<file path="config.mk">
export PLATFORM = sky130hd
export DESIGN_NAME = ramdisk_port_ctrl
export DESIGN_NICKNAME = d
export VERILOG_FILES = /design/src/rtl/ramdisk_pkg.sv /design/src/rtl/rdk_port_decode.sv /design/src/rtl/rdk_addr_reg.sv /design/src/rtl/rdk_access_gate.sv /design/src/rtl/rdk_read_return.sv /design/src/rtl/ramdisk_port_ctrl.sv
export SDC_FILE = /design/constraint.sdc
export NUM_CORES = 1
export LEC_CHECK = 0
export ABC_CLOCK_PERIOD_IN_PS = 3850
export BUFFER_PORTS_ARGS = -buffer_cell sky130_fd_sc_hd__buf_2
export CAP_MARGIN = 10
export CORE_MARGIN = 3
export CORE_UTILIZATION = 25
export DETAILED_ROUTE_END_ITERATION = 16
export SYNTH_ARGS = -nofsm -noshare
export SYNTH_HDL_FRONTEND = slang
export SYNTH_SLANG_ARGS = --single-unit
</file>
<file path="constraint.sdc">
create_clock -name clk -period 3.85 [get_ports clk]
set_input_delay 0.385 -clock clk [delete_from_list [all_inputs] [get_ports clk]]
set_output_delay 0.385 -clock clk [all_outputs]
set_load 0.03 [all_outputs]
</file>
<file path="src/rtl/ramdisk_pkg.sv">
package ramdisk_pkg;

  // Default geometry of the port-mapped RAM disk.
  localparam int unsigned DEF_DATA_W    = 8;
  localparam int unsigned DEF_PORT_W    = 8;
  localparam int unsigned DEF_ADDR_W    = 22;
  localparam int unsigned DEF_UNIT_BITS = 3;

  // Kind of bus cycle after port decode.
  typedef enum logic [2:0] {
    CYC_NONE     = 3'd0,
    CYC_DATA_RD  = 3'd1,
    CYC_DATA_WR  = 3'd2,
    CYC_ADDR_RD  = 3'd3,
    CYC_ADDR_WR  = 3'd4
  } cyc_kind_e;

  // State of the read-return path.
  typedef enum logic {
    RR_IDLE = 1'b0,
    RR_WAIT = 1'b1
  } rr_state_e;

endpackage

</file>
<file path="src/rtl/rdk_port_decode.sv">
module rdk_port_decode #(
  parameter int unsigned PORT_W = 8
) (
  input  logic [PORT_W-1:0] cfg_base,
  input  logic [PORT_W-1:0] io_port,
  input  logic              io_rd,
  input  logic              io_wr,
  input  logic              accept,
  output ramdisk_pkg::cyc_kind_e cyc_kind
);
  import ramdisk_pkg::*;

  logic [PORT_W-1:0] addr_port;
  logic              hit_data;
  logic              hit_addr;
  logic              rd_only;
  logic              wr_only;

  // Address port sits one above the data port, wrapping in the port space.
  function automatic logic [PORT_W-1:0] next_port(input logic [PORT_W-1:0] p);
    return p + {{(PORT_W-1){1'b0}}, 1'b1};
  endfunction

  assign addr_port = next_port(cfg_base);
  assign hit_data  = (io_port == cfg_base);
  assign hit_addr  = (io_port == addr_port);
  assign rd_only   = io_rd & ~io_wr;
  assign wr_only   = io_wr & ~io_rd;

  always_comb begin
    cyc_kind = CYC_NONE;
    if (accept) begin
      if (hit_data && rd_only)      cyc_kind = CYC_DATA_RD;
      else if (hit_data && wr_only) cyc_kind = CYC_DATA_WR;
      else if (hit_addr && rd_only) cyc_kind = CYC_ADDR_RD;
      else if (hit_addr && wr_only) cyc_kind = CYC_ADDR_WR;
    end
  end

endmodule

</file>
<file path="src/rtl/rdk_addr_reg.sv">
module rdk_addr_reg #(
  parameter int unsigned ADDR_W    = 22,
  parameter int unsigned DATA_W    = 8,
  parameter int unsigned UNIT_BITS = 3,
  localparam int unsigned OFF_W    = ADDR_W - UNIT_BITS
) (
  input  logic                 clk,
  input  logic                 rst_n,
  input  logic                 load,
  input  logic [DATA_W-1:0]    load_byte,
  input  logic                 step,
  output logic [ADDR_W-1:0]    addr_q,
  output logic [UNIT_BITS-1:0] unit,
  output logic [OFF_W-1:0]     off
);

  // Shift one byte in at the bottom; the top byte falls off the register.
  function automatic logic [ADDR_W-1:0] shift_in(input logic [ADDR_W-1:0] a,
                                                 input logic [DATA_W-1:0] b);
    return {a[ADDR_W-DATA_W-1:0], b};
  endfunction

  // Post-increment, wrapping in the full address space.
  function automatic logic [ADDR_W-1:0] bump(input logic [ADDR_W-1:0] a);
    return a + {{(ADDR_W-1){1'b0}}, 1'b1};
  endfunction

  logic [ADDR_W-1:0] addr_d;

  always_comb begin
    addr_d = addr_q;
    if (load)      addr_d = shift_in(addr_q, load_byte);
    else if (step) addr_d = bump(addr_q);
  end

  always_ff @(posedge clk) begin
    if (!rst_n) addr_q <= '0;
    else        addr_q <= addr_d;
  end

  assign unit = addr_q[ADDR_W-1 -: UNIT_BITS];
  assign off  = addr_q[OFF_W-1:0];

endmodule

</file>
<file path="src/rtl/rdk_access_gate.sv">
module rdk_access_gate #(
  parameter int unsigned DATA_W    = 8,
  parameter int unsigned UNIT_BITS = 3,
  localparam int unsigned N_UNITS  = 1 << UNIT_BITS
) (
  input  logic [UNIT_BITS-1:0] unit,
  input  logic [N_UNITS-1:0]   unit_present,
  input  logic [N_UNITS-1:0]   unit_wprot,
  input  logic                 data_rd,
  input  logic                 data_wr,
  input  logic [DATA_W-1:0]    wdata,
  output logic                 st_req,
  output logic                 st_we,
  output logic [DATA_W-1:0]    st_wdata,
  output logic                 rd_absent,
  output logic                 wr_dropped
);

  logic [N_UNITS-1:0] sel;
  logic               here;
  logic               locked;

  // One-hot unit select, so the present and protect flags are picked by AND-OR.
  for (genvar g = 0; g < N_UNITS; g++) begin : g_sel
    assign sel[g] = (unit == UNIT_BITS'(g));
  end

  assign here   = |(sel & unit_present);
  assign locked = |(sel & unit_wprot);

  assign st_req     = (data_rd & here) | (data_wr & here & ~locked);
  assign st_we      = data_wr & here & ~locked;
  assign st_wdata   = wdata;
  assign rd_absent  = data_rd & ~here;
  assign wr_dropped = data_wr & ~(here & ~locked);

endmodule

</file>
<file path="src/rtl/rdk_read_return.sv">
module rdk_read_return #(
  parameter int unsigned DATA_W = 8
) (
  input  logic              clk,
  input  logic              rst_n,
  input  logic              rd_start,
  input  logic              rd_absent,
  input  logic [DATA_W-1:0] st_rdata,
  output logic              io_ready,
  output logic [DATA_W-1:0] io_rdata
);
  import ramdisk_pkg::*;

  localparam logic [DATA_W-1:0] FLOAT_HIGH = '1;

  rr_state_e state_q;
  logic      absent_q;

  always_ff @(posedge clk) begin
    if (!rst_n) begin
      state_q  <= RR_IDLE;
      absent_q <= 1'b0;
      io_rdata <= FLOAT_HIGH;
    end else begin
      case (state_q)
        RR_IDLE: if (rd_start) begin
          state_q  <= RR_WAIT;
          absent_q <= rd_absent;
        end
        RR_WAIT: begin
          state_q  <= RR_IDLE;
          io_rdata <= absent_q ? FLOAT_HIGH : st_rdata;
        end
        default: state_q <= RR_IDLE;
      endcase
    end
  end

  assign io_ready = (state_q == RR_IDLE);

endmodule

</file>
<file path="src/rtl/ramdisk_port_ctrl.sv">
module ramdisk_port_ctrl #(
  parameter int unsigned DATA_W    = ramdisk_pkg::DEF_DATA_W,
  parameter int unsigned PORT_W    = ramdisk_pkg::DEF_PORT_W,
  parameter int unsigned ADDR_W    = ramdisk_pkg::DEF_ADDR_W,
  parameter int unsigned UNIT_BITS = ramdisk_pkg::DEF_UNIT_BITS,
  localparam int unsigned OFF_W    = ADDR_W - UNIT_BITS,
  localparam int unsigned N_UNITS  = 1 << UNIT_BITS
) (
  input  logic                 clk,
  input  logic                 rst_n,
  input  logic [PORT_W-1:0]    cfg_base,
  input  logic [PORT_W-1:0]    io_port,
  input  logic                 io_rd,
  input  logic                 io_wr,
  input  logic [DATA_W-1:0]    io_wdata,
  output logic [DATA_W-1:0]    io_rdata,
  output logic                 io_ready,
  input  logic [N_UNITS-1:0]   unit_present,
  input  logic [N_UNITS-1:0]   unit_wprot,
  output logic                 st_req,
  output logic                 st_we,
  output logic [UNIT_BITS-1:0] st_unit,
  output logic [OFF_W-1:0]     st_off,
  output logic [DATA_W-1:0]    st_wdata,
  input  logic [DATA_W-1:0]    st_rdata
);
  import ramdisk_pkg::*;

  // Named internal events, kept visible for the checker.
  cyc_kind_e         cyc_kind;
  logic              ev_data_rd;
  logic              ev_data_wr;
  logic              ev_addr_load;
  logic              ev_step;
  logic              ev_rd_absent;
  logic              ev_wr_dropped;
  logic [ADDR_W-1:0] addr_q;

  rdk_port_decode #(.PORT_W(PORT_W)) u_decode (
    .cfg_base (cfg_base),
    .io_port  (io_port),
    .io_rd    (io_rd),
    .io_wr    (io_wr),
    .accept   (io_ready),
    .cyc_kind (cyc_kind)
  );

  assign ev_data_rd   = (cyc_kind == CYC_DATA_RD);
  assign ev_data_wr   = (cyc_kind == CYC_DATA_WR);
  assign ev_addr_load = (cyc_kind == CYC_ADDR_WR);
  assign ev_step      = ev_data_rd | ev_data_wr;

  rdk_addr_reg #(
    .ADDR_W    (ADDR_W),
    .DATA_W    (DATA_W),
    .UNIT_BITS (UNIT_BITS)
  ) u_addr (
    .clk       (clk),
    .rst_n     (rst_n),
    .load      (ev_addr_load),
    .load_byte (io_wdata),
    .step      (ev_step),
    .addr_q    (addr_q),
    .unit      (st_unit),
    .off       (st_off)
  );

  rdk_access_gate #(
    .DATA_W    (DATA_W),
    .UNIT_BITS (UNIT_BITS)
  ) u_gate (
    .unit         (st_unit),
    .unit_present (unit_present),
    .unit_wprot   (unit_wprot),
    .data_rd      (ev_data_rd),
    .data_wr      (ev_data_wr),
    .wdata        (io_wdata),
    .st_req       (st_req),
    .st_we        (st_we),
    .st_wdata     (st_wdata),
    .rd_absent    (ev_rd_absent),
    .wr_dropped   (ev_wr_dropped)
  );

  rdk_read_return #(.DATA_W(DATA_W)) u_ret (
    .clk       (clk),
    .rst_n     (rst_n),
    .rd_start  (ev_data_rd),
    .rd_absent (ev_rd_absent),
    .st_rdata  (st_rdata),
    .io_ready  (io_ready),
    .io_rdata  (io_rdata)
  );

endmodule

</file>
* Yosys cells after proc, flatten, opt, wreduce, memory -nomap -nowiden *
Cells that the tools add are included.

operators by class
  eq/ne operators = 12
  reduce and logical (&&, ||, !) cells = 9
  $add $sub $neg = 2
  bitwise operators = 15
  mux-type cells = 10

operator list
  kind                                                              count
  22-bit two-way mux                                                2
  22-bit by 1-bit adder with 22-bit output (second input constant)  1
  8-bit AND                                                         2
  8-bit == test                                                     2
  8-bit OR reduction                                                2
  3-bit == test (second input constant)                             5
  3-bit two-way mux                                                 5
  3-bit by 2-bit == test with 1-bit output (second input constant)  3
  8-bit by 1-bit adder with 8-bit output (second input constant)    1
  8-bit two-way mux                                                 1
  1-bit AND                                                         6
  3-bit by 1-bit == test with 1-bit output (second input constant)  2
  1-bit inverter                                                    5
  1-bit logical AND                                                 4
  3-bit zero test                                                   1
  1-bit OR                                                          2
  1-bit case mux with 2 select lines                                1
  2-bit AND reduction                                               1
  2-bit nonzero test                                                1
  1-bit two-way mux                                                 1

word-level totals
  output and inout port bits = 41
  input bits = 52
  bits in registers = 32
  word-level logic and storage cells = 52

* Longest topological paths before layout *
Gate-level depths: netlist of the first run.

  word-level depth = 12
  depth in mapped cells = 9
  depth with buffers taken out = 7

* Hierarchy *
Synthesis of the first run repeated with hierarchy kept, for this count alone.

unflattened totals
  cell total of the unflattened synthesis = 299
  area, all modules = 2453.6 µm²

by module, submodules not included
  module             instances  area an instance (µm²)  cells an instance  seq. area each (µm²)
  rdk_addr_reg       1          1425.1                  174                440.4
  rdk_read_return    1          390.4                   43                 200.2
  rdk_port_decode    1          356.6                   47                 0.0
  rdk_access_gate    1          249.0                   29                 0.0
  ramdisk_port_ctrl  1          32.5                    6                  0.0

* Worst setup path after synthesis of the first run *
Ideal clock, no wire load.

  path type = reg2out
  start point = register u_addr.addr_q[20]
  end point = output st_req
  cell stages (with the launch flop) = 8
  required time = 3.465 ns
  arrival time = 2.140 ns
  slack = 1.325 ns
  path buffers = 1
  cells stage by stage = dfxtp_1 -> clkbuf_1 -> mux2_2 -> a22oi_1 -> nor2_1 -> a21oi_1 -> o2111ai_1 -> a21oi_1

on the way
  longest elaborated chain between the ends = 6
  elaborated cells between the ends (all ways) = 17

RTL lines
  item                                                              RTL line                                      RTL
  start, declared                                                   rdk_addr_reg.sv:12                            output logic [ADDR_W-1:0] addr_q,
  start signal, assigned                                            rdk_addr_reg.sv:38                            else addr_q <= addr_d;
  3-bit by 1-bit == test with 1-bit output (tied with other cells)  rdk_access_gate.sv:25                         assign sel[g] = (unit == UNIT_BITS'(g));
  8-bit AND, on equally long branches                               rdk_access_gate.sv:28, rdk_access_gate.sv:29
  8-bit OR reduction, on equally long branches                      rdk_access_gate.sv:28, rdk_access_gate.sv:29
  1-bit AND or 1-bit inverter (tied branches)                       rdk_access_gate.sv:31                         assign st_req = (data_rd & here) | (data_wr & here & ~locked);
  1-bit AND                                                         rdk_access_gate.sv:31
  1-bit OR *                                                        rdk_access_gate.sv:31
  end, declared                                                     ramdisk_port_ctrl.sv:20                       output logic st_req,

Every way passes the cells marked *; elsewhere a longest branch is shown, timed or not.

* Worst setup path in the final report of the first run *
  start point = register u_addr.addr_q[19]
  end point = output st_we

on the way
  longest elaborated chain between the ends = 5
  elaborated cells between the ends (all ways) = 15

RTL lines
  item                                                              RTL line                                      RTL
  3-bit by 1-bit == test with 1-bit output (tied with other cells)  rdk_access_gate.sv:25
  8-bit AND, on equally long branches                               rdk_access_gate.sv:28, rdk_access_gate.sv:29
  8-bit OR reduction, on equally long branches                      rdk_access_gate.sv:28, rdk_access_gate.sv:29
  1-bit AND or 1-bit inverter (tied branches)                       rdk_access_gate.sv:32                         assign st_we = data_wr & here & ~locked;
  1-bit AND *                                                       rdk_access_gate.sv:32
  end, declared                                                     ramdisk_port_ctrl.sv:21                       output logic st_we,

Marked as above.

==> flow_summary.toml, run 1 <==
[pwr]
internal_power_mw = 0.523
p_leak_nw = 1.12
power.density_nw_per_um2 = 254
clkPwrFrac = 0.387
peakVddDrop_mv = 0.0992
sw_frac_of_total = 0.288
power_frac_seq = 0.453
power_frac_comb = 0.161
power_switching_mw = 0.211

[synthesis]
synthFlopType = "dfxtp_1"
syn_inst = 291
yosysMostFrequentCell = "dfxtp_1"
syn_avg_cell_area_um2 = 7.93
synth_edf_count = 0
yosys_warnings = 0
synthesis.nets = 345
synthArstFlopShare = 0
syn_area_um2 = 2310
synth.distinct_cells = 60
synth_top_cell_by_area = "dfxtp_1"
synth_common_cells = "32 x dfxtp_1, 24 x nand2_1, 21 x nor2_1"
synth_seq_cells = 32
seq_area_frac_synth = 0.278
synth_top_area_frac = 0.278
yosys-top-cells-area = "dfxtp_1 28%, xor2_1 4.9%, nand2_1 3.9%, xnor2_1 3.8%, a21oi_1 3.5%"

[clock_network]
clockBufferDepth = 2
cts-root-buf = "clkbuf_8"
clock_sinks = 32
cts_hold_buf = 0
numCtsBuffers = 5
post_cts_resized = 0
cts_tree = "done"
clock_latency_ps = 290
h-tree-depth = 2
postCtsSetupBuffers = 0
path_clk_slew_ps = 80

[global_route]
gr-total-overflow = 0
track_usage = 0.133
grt_use_met3 = 0.0334
gr-usage-met2 = 0.220
top_usage_layer = "met2"
grt_pass1_wl_mm = 11.2
met1_usage = 0.171
grt_pass1_vias = 2333
antenna_found_initial = 0
grt_max_degree = 39

[critical_path]
rr_worst_depth = 7
crit_slowest_cell = "a311oi_1"
critPathKind = "reg -> out"
r2r_slack_ps = 1310
critical_path.startpoint_type = "flop"
critical_path.top_delay_family = "compound AO/OA/AOI/OAI gates"
worstPathMaxFanout = 13
cp_num_buf_inv = 1
rr_startpoint = "u_addr.addr_q[0]"
worstSetupEndpointType = "primary output"
r2r-end = "u_addr.addr_q[18]"
crit_required_ps = 3460
critPathMaxStageDelay_ps = 620
path_cells = "mux2_2 -> a311oi_1 -> nor2_1 -> buf_2"
critPathArrivalTime_ps = 2220

[timing]
slew_headroom = 0.528
setup_viol = 0
hold_viol = 0
fin_skew_ps = 4.56
post-route-period-util = 0.676
timing.hold.ws_ps = 312
fmax_mhz = 384
rsz0062_at_grt = "false"
max_slew.worst_pin.slew_ps = 703
slew_violations = 0
fin_tns_setup_ps = 0
period_minus_slack_ps = 2600

[place]
portBuffers = 92
place_hpwl_mm = 5.46
place_congestion = 0.876
place_inst = 469

[finish]
syn_to_final_growth_pct = 25.3
stdcell_count = 477
drive_above_1_share = 0.309
n_antenna_cell = 0
nets = 422
final.fill_count = 938
seqCellArea_um2 = 641
multi_input_area_um2 = 1520

[floorplan]
boundaryPins = 93
initial_utilization = 0.261
floorplan.die.width_um = 102
rows = 34
core_um2 = 8850
die_h_um = 102
dieArea_um2 = 10400

[drt]
vias = 2509
dr.pass1.iters = 4
wl_per_cell_um = 14.9
drc = 0
ant_nets = 0
drt_iter0_markers = 237
viasPerCell = 5.26
finalWirelength_mm = 7.11

[hold_path]
hold_path_depth = 3
min_to = "u_ret.io_rdata[7]"
hp-start = "st_rdata[7]"
worstHoldPathType = "in -> reg"

[job]
cap_viol_max_count = 0

[run_status]
outcome = "complete, no violations"
area by class of cell:
cell class / instances / area share
multi-input cells: 228 / 0.524
flip-flops and latches: 32 / 0.222
repair buffers: 94 / 0.165
well taps: 108 / 0.0468
clock buffers: 6 / 0.0286
inverters: 7 / 0.00909
clock inverters: 2 / 0.00519
routing by layer:
layer,up-vias,wire length [µm]
li1,1246,-
met1,1152,3050
met2,98,3400
met3,13,551
met4,0,105
met5,-,0
through the flow:
step | setup WS [ps] | instance area (µm²) | total power, mW | utilization
2_1_floorplan | 1320 | 2310 | 0.414 | -
3_3_place_gp | 1440 | 2790 | 0.456 | 0.316
3_5_place_dp | 1340 | 2790 | 0.458 | 0.316
4_1_cts | 1280 | 2890 | 0.741 | 0.327
5_1_grt | 1120 | 2890 | 0.772 | 0.327
6_report | 1250 | 2890 | 0.735 | 0.327
worst register-to-register path, cell delays in order, from the launching register on:
cell and delay (ps):
dfxtp_1 450, ha_1 280, nand3_1 140, or4_1 700
or4_1 460, o22ai_1 170, a311oi_1 80, o221ai_2 190
cell usage in the layout (no fill, tap or decap), drive strengths merged, types with 9 or more instances in the layout:
cell and instances:
buf 94, dfxtp 32, nand2 24, nor2 21
a21oi 16, nand3 16, xor2 14, o22ai 11
nor3 11, xnor2 10, o21ai 10, nand4 9
state kept, by name, summed over array words and instances (netlist names):
name and flops:
u_ret.absent_q 1, u_addr.addr_q 22, u_ret.io_rdata 8, u_ret.state_q 1
power groups by stage:
stage / Sequential [mW] / Combinational, mW / Clock (mW)
floorplan: 0.341 / 0.0733 / 0
global placement: 0.340 / 0.116 / 0
detailed placement: 0.340 / 0.118 / 0
CTS: 0.333 / 0.118 / 0.291
global route: 0.333 / 0.131 / 0.308
finish: 0.333 / 0.118 / 0.284
cell families after synthesis:
family,count (synthesis),share of synthesized area
AND/OR/NAND/NOR,120,0.286
buffers and inverters,31,0.0656
AO/OA/AOI/OAI,74,0.229
flip-flops,32,0.278
XOR/XNOR,24,0.0944
adder cells (fa/ha/maj),2,0.0108
multiplexers,8,0.0358
worst max-delay path by stage:
stage               depth (start not counted)  slack [ps]                end               from
finish                                      4        1250              st_we  u_addr.addr_q[19]
global route                                6        1120              st_we  u_addr.addr_q[21]
CTS                                         4        1280              st_we  u_addr.addr_q[19]
detailed placement                          7        1340  u_addr.addr_q[18]   u_addr.addr_q[0]
global placement                            7        1440             st_req        cfg_base[5]
floorplan                                   7        1320             st_req  u_addr.addr_q[20]
Power figures use the tool's default switching activity.
==> run 2: changes to the inputs <==
ABC_AREA = 1   (was unset)
ABC_CLOCK_PERIOD_IN_PS = 2500   (was 3850)
clock period = 2.5 ns   (was 3.85 ns; I/O delays follow)
==> flow_summary.toml, run 2 <==
[synthesis]
yosys-top-cells-area = "dfxtp_1 24%, nand2_1 19%, nor2_1 9.6%, inv_1 8.8%, nand3_1 6.1%"
synth_seq_cells = 32
synth_top_area_frac = 0.238
synth-simple-area-share = 0.481
synth_top_cell_by_area = "dfxtp_1"
yosysMostFrequentCell = "nand2_1"
synth_xor_area_frac = 0.0520
synth_top_family_by_area = "simple AND/OR/NAND/NOR gates"
syn_area_um2 = 2700
muxShareOfSynthArea = 0
synthesis.nets = 514
syn_inst = 460
synth_edf_count = 0
synth_compound_area_frac = 0.0752
synthArstFlopShare = 0
yosys_warnings = 0
synth.distinct_cells = 38
syn_avg_cell_area_um2 = 5.86
synth_common_cells = "135 x nand2_1, 69 x nor2_1, 63 x inv_1"
synthFlopType = "dfxtp_1"
seq_area_frac_synth = 0.238
yosys.area_share.adder = 0.00929

[timing]
timing.hold.ws_ps = 180
setup_viol = 0
fin_tns_setup_ps = 0
fmax_mhz = 444
max_slew.worst_pin.slew_ps = 558
slew_headroom = 0.627
post-route-period-util = 0.901
fin_skew_ps = 6.42
hold_viol = 0
period_minus_slack_ps = 2250
worst_slack_ps = 248
slew_violations = 0
rsz0062_at_grt = "false"

[global_route]
grt_pass1_vias = 2845
grt_pass1_wl_mm = 13.0
track_usage = 0.131
antenna_found_initial = 0
gr-total-overflow = 0
grt_max_degree = 33

[floorplan]
dieArea_um2 = 12100
rows = 37
boundaryPins = 93
initial_utilization = 0.259
floorplan.die.width_um = 110
die_h_um = 110
core_um2 = 10400

[clock_network]
post_cts_resized = 0
clock_sinks = 32
clockBufferDepth = 2
cts-root-buf = "clkbuf_8"
h-tree-depth = 2
cts_tree = "done"
numCtsBuffers = 5
postCtsSetupBuffers = 0
clock_latency_ps = 280
cts_hold_buf = 0
path_clk_slew_ps = 70

[finish]
final_common_cell = "nand2_1"
syn_to_final_growth_pct = 24.1
final.fill_count = 1178
largest_register_ffs = 22
nets = 598
top_register = "u_addr.addr_q"
largestRegisters = "u_addr.addr_q x22, u_ret.io_rdata x8"
n_antenna_cell = 0
postLayoutCellArea_um2 = 3340
drive_above_1_share = 0.235
stdcell_count = 681
final_util = 0.321
layout_common_cells = "135 x nand2_1, 92 x buf_2, 69 x nor2_1, 63 x inv_1, 33 x nand3_1"

[place]
placed_area_um2 = 3230
portBuffers = 92
place_inst = 673
dpl_worst_slack_ps = 197
place_congestion = 0.895
place_hpwl_mm = 6.34

[critical_path]
critical_path.startpoint_type = "flop"
crit_required_ps = 2250
rr_worst_depth = 9
critPathKind = "reg -> out"
worstPathMaxFanout = 10
r2r_slack_ps = 490
r2r-end = "u_addr.addr_q[2]"
worstSetupEndpointType = "primary output"
rr_startpoint = "u_ret.state_q"
critPathArrivalTime_ps = 2000

[drt]
ant_nets = 0
finalWirelength_mm = 7.91
dr.pass1.iters = 5
vias = 3094
top_layer_used = "met4"
drt_iter0_markers = 140
wl_met1_mm = 3.79
dr_wl_met3_um = 459
drc = 0
viasPerCell = 4.54
wl_per_cell_um = 11.6
wl_met2_mm = 3.58

[pwr]
peakVddDrop_mv = 0.161
clkPwrFrac = 0.411
power_switching_mw = 0.341
power_frac_seq = 0.425
power_frac_comb = 0.164
total_power_mw = 1.23
sw_frac_of_total = 0.278
power.density_nw_per_um2 = 366
p_leak_nw = 1.74
internal_power_mw = 0.885

[hold_path]
min_to = "u_ret.io_rdata[4]"
hp-start = "st_rdata[4]"
worstHoldPathType = "in -> reg"
hold_path_depth = 3

[job]
cap_viol_max_count = 0

[run_status]
outcome = "complete, no violations"
[run 2: cell types whose count changed after synthesis, sizes merged, moves of 6 or more]
cell	delta
nand4	+9
a21oi	-13
nor2	+52
nand2	+116
clkbuf	-6
xnor2	-9
nand3	+21
and3	-6
inv	+65
mux2i	-6
[run 2: logic make-up (layout without fill, tap and decap cells)]
group	after synthesis	count (layout)
AND/OR/NAND/NOR	286	286
buffers and inverters	90	175
AO/OA/AOI/OAI	34	34
flip-flops	32	32
XOR/XNOR	16	16
adder cells (fa/ha/maj)	2	2
[run 2: worst max path at each step]
stage | startpoint | endpoint | slack [ps]
2_1_floorplan | u_addr.addr_q[19] | st_req | 390
3_3_place_gp | cfg_base[0] | u_addr.addr_q[7] | 310
3_5_place_dp | cfg_base[0] | u_addr.addr_q[2] | 200
4_1_cts | u_addr.addr_q[19] | st_req | 240
5_1_grt | u_addr.addr_q[19] | st_req | 110
6_report | u_addr.addr_q[19] | st_req | 250
[run 2: layout make-up]
cell class	instances	area (µm²)	area share
Clock buffer	5	68.8	0.0206
Clock inverter	3	42.5	0.0127
Inverter	71	269	0.0804
Multi-Input combinational cell	338	1660	0.497
Sequential cell	32	641	0.192
Tap cell	136	170	0.0509
Timing Repair Buffer	96	490	0.147
[run 2: critical path, stage by stage, from the launching register on]
cell and delay, ps:
dfxtp_1 570, inv_1 180, nand3_1 160, nor2_1 50, a211oi_1 260, nand3b_1 140
o21bai_1 140, buf_2 220
[run 2: power groups by stage]
stage	registers [mW]	logic, mW	clock network [mW]
4_1_cts	0.521	0.203	0.519
3_3_place_gp	0.533	0.199	0
3_5_place_dp	0.533	0.202	0
2_1_floorplan	0.539	0.124	0
5_1_grt	0.522	0.229	0.541
6_report	0.521	0.201	0.503
[run 2: per-layer routing]
metal | vias to the layer above | global-route usage
met2 | 95 | 0.217
met1 | 1374 | 0.181
met4 | 0 | 0.0303
li1 | 1617 | -
met3 | 8 | 0.0188
met5 | - | 0
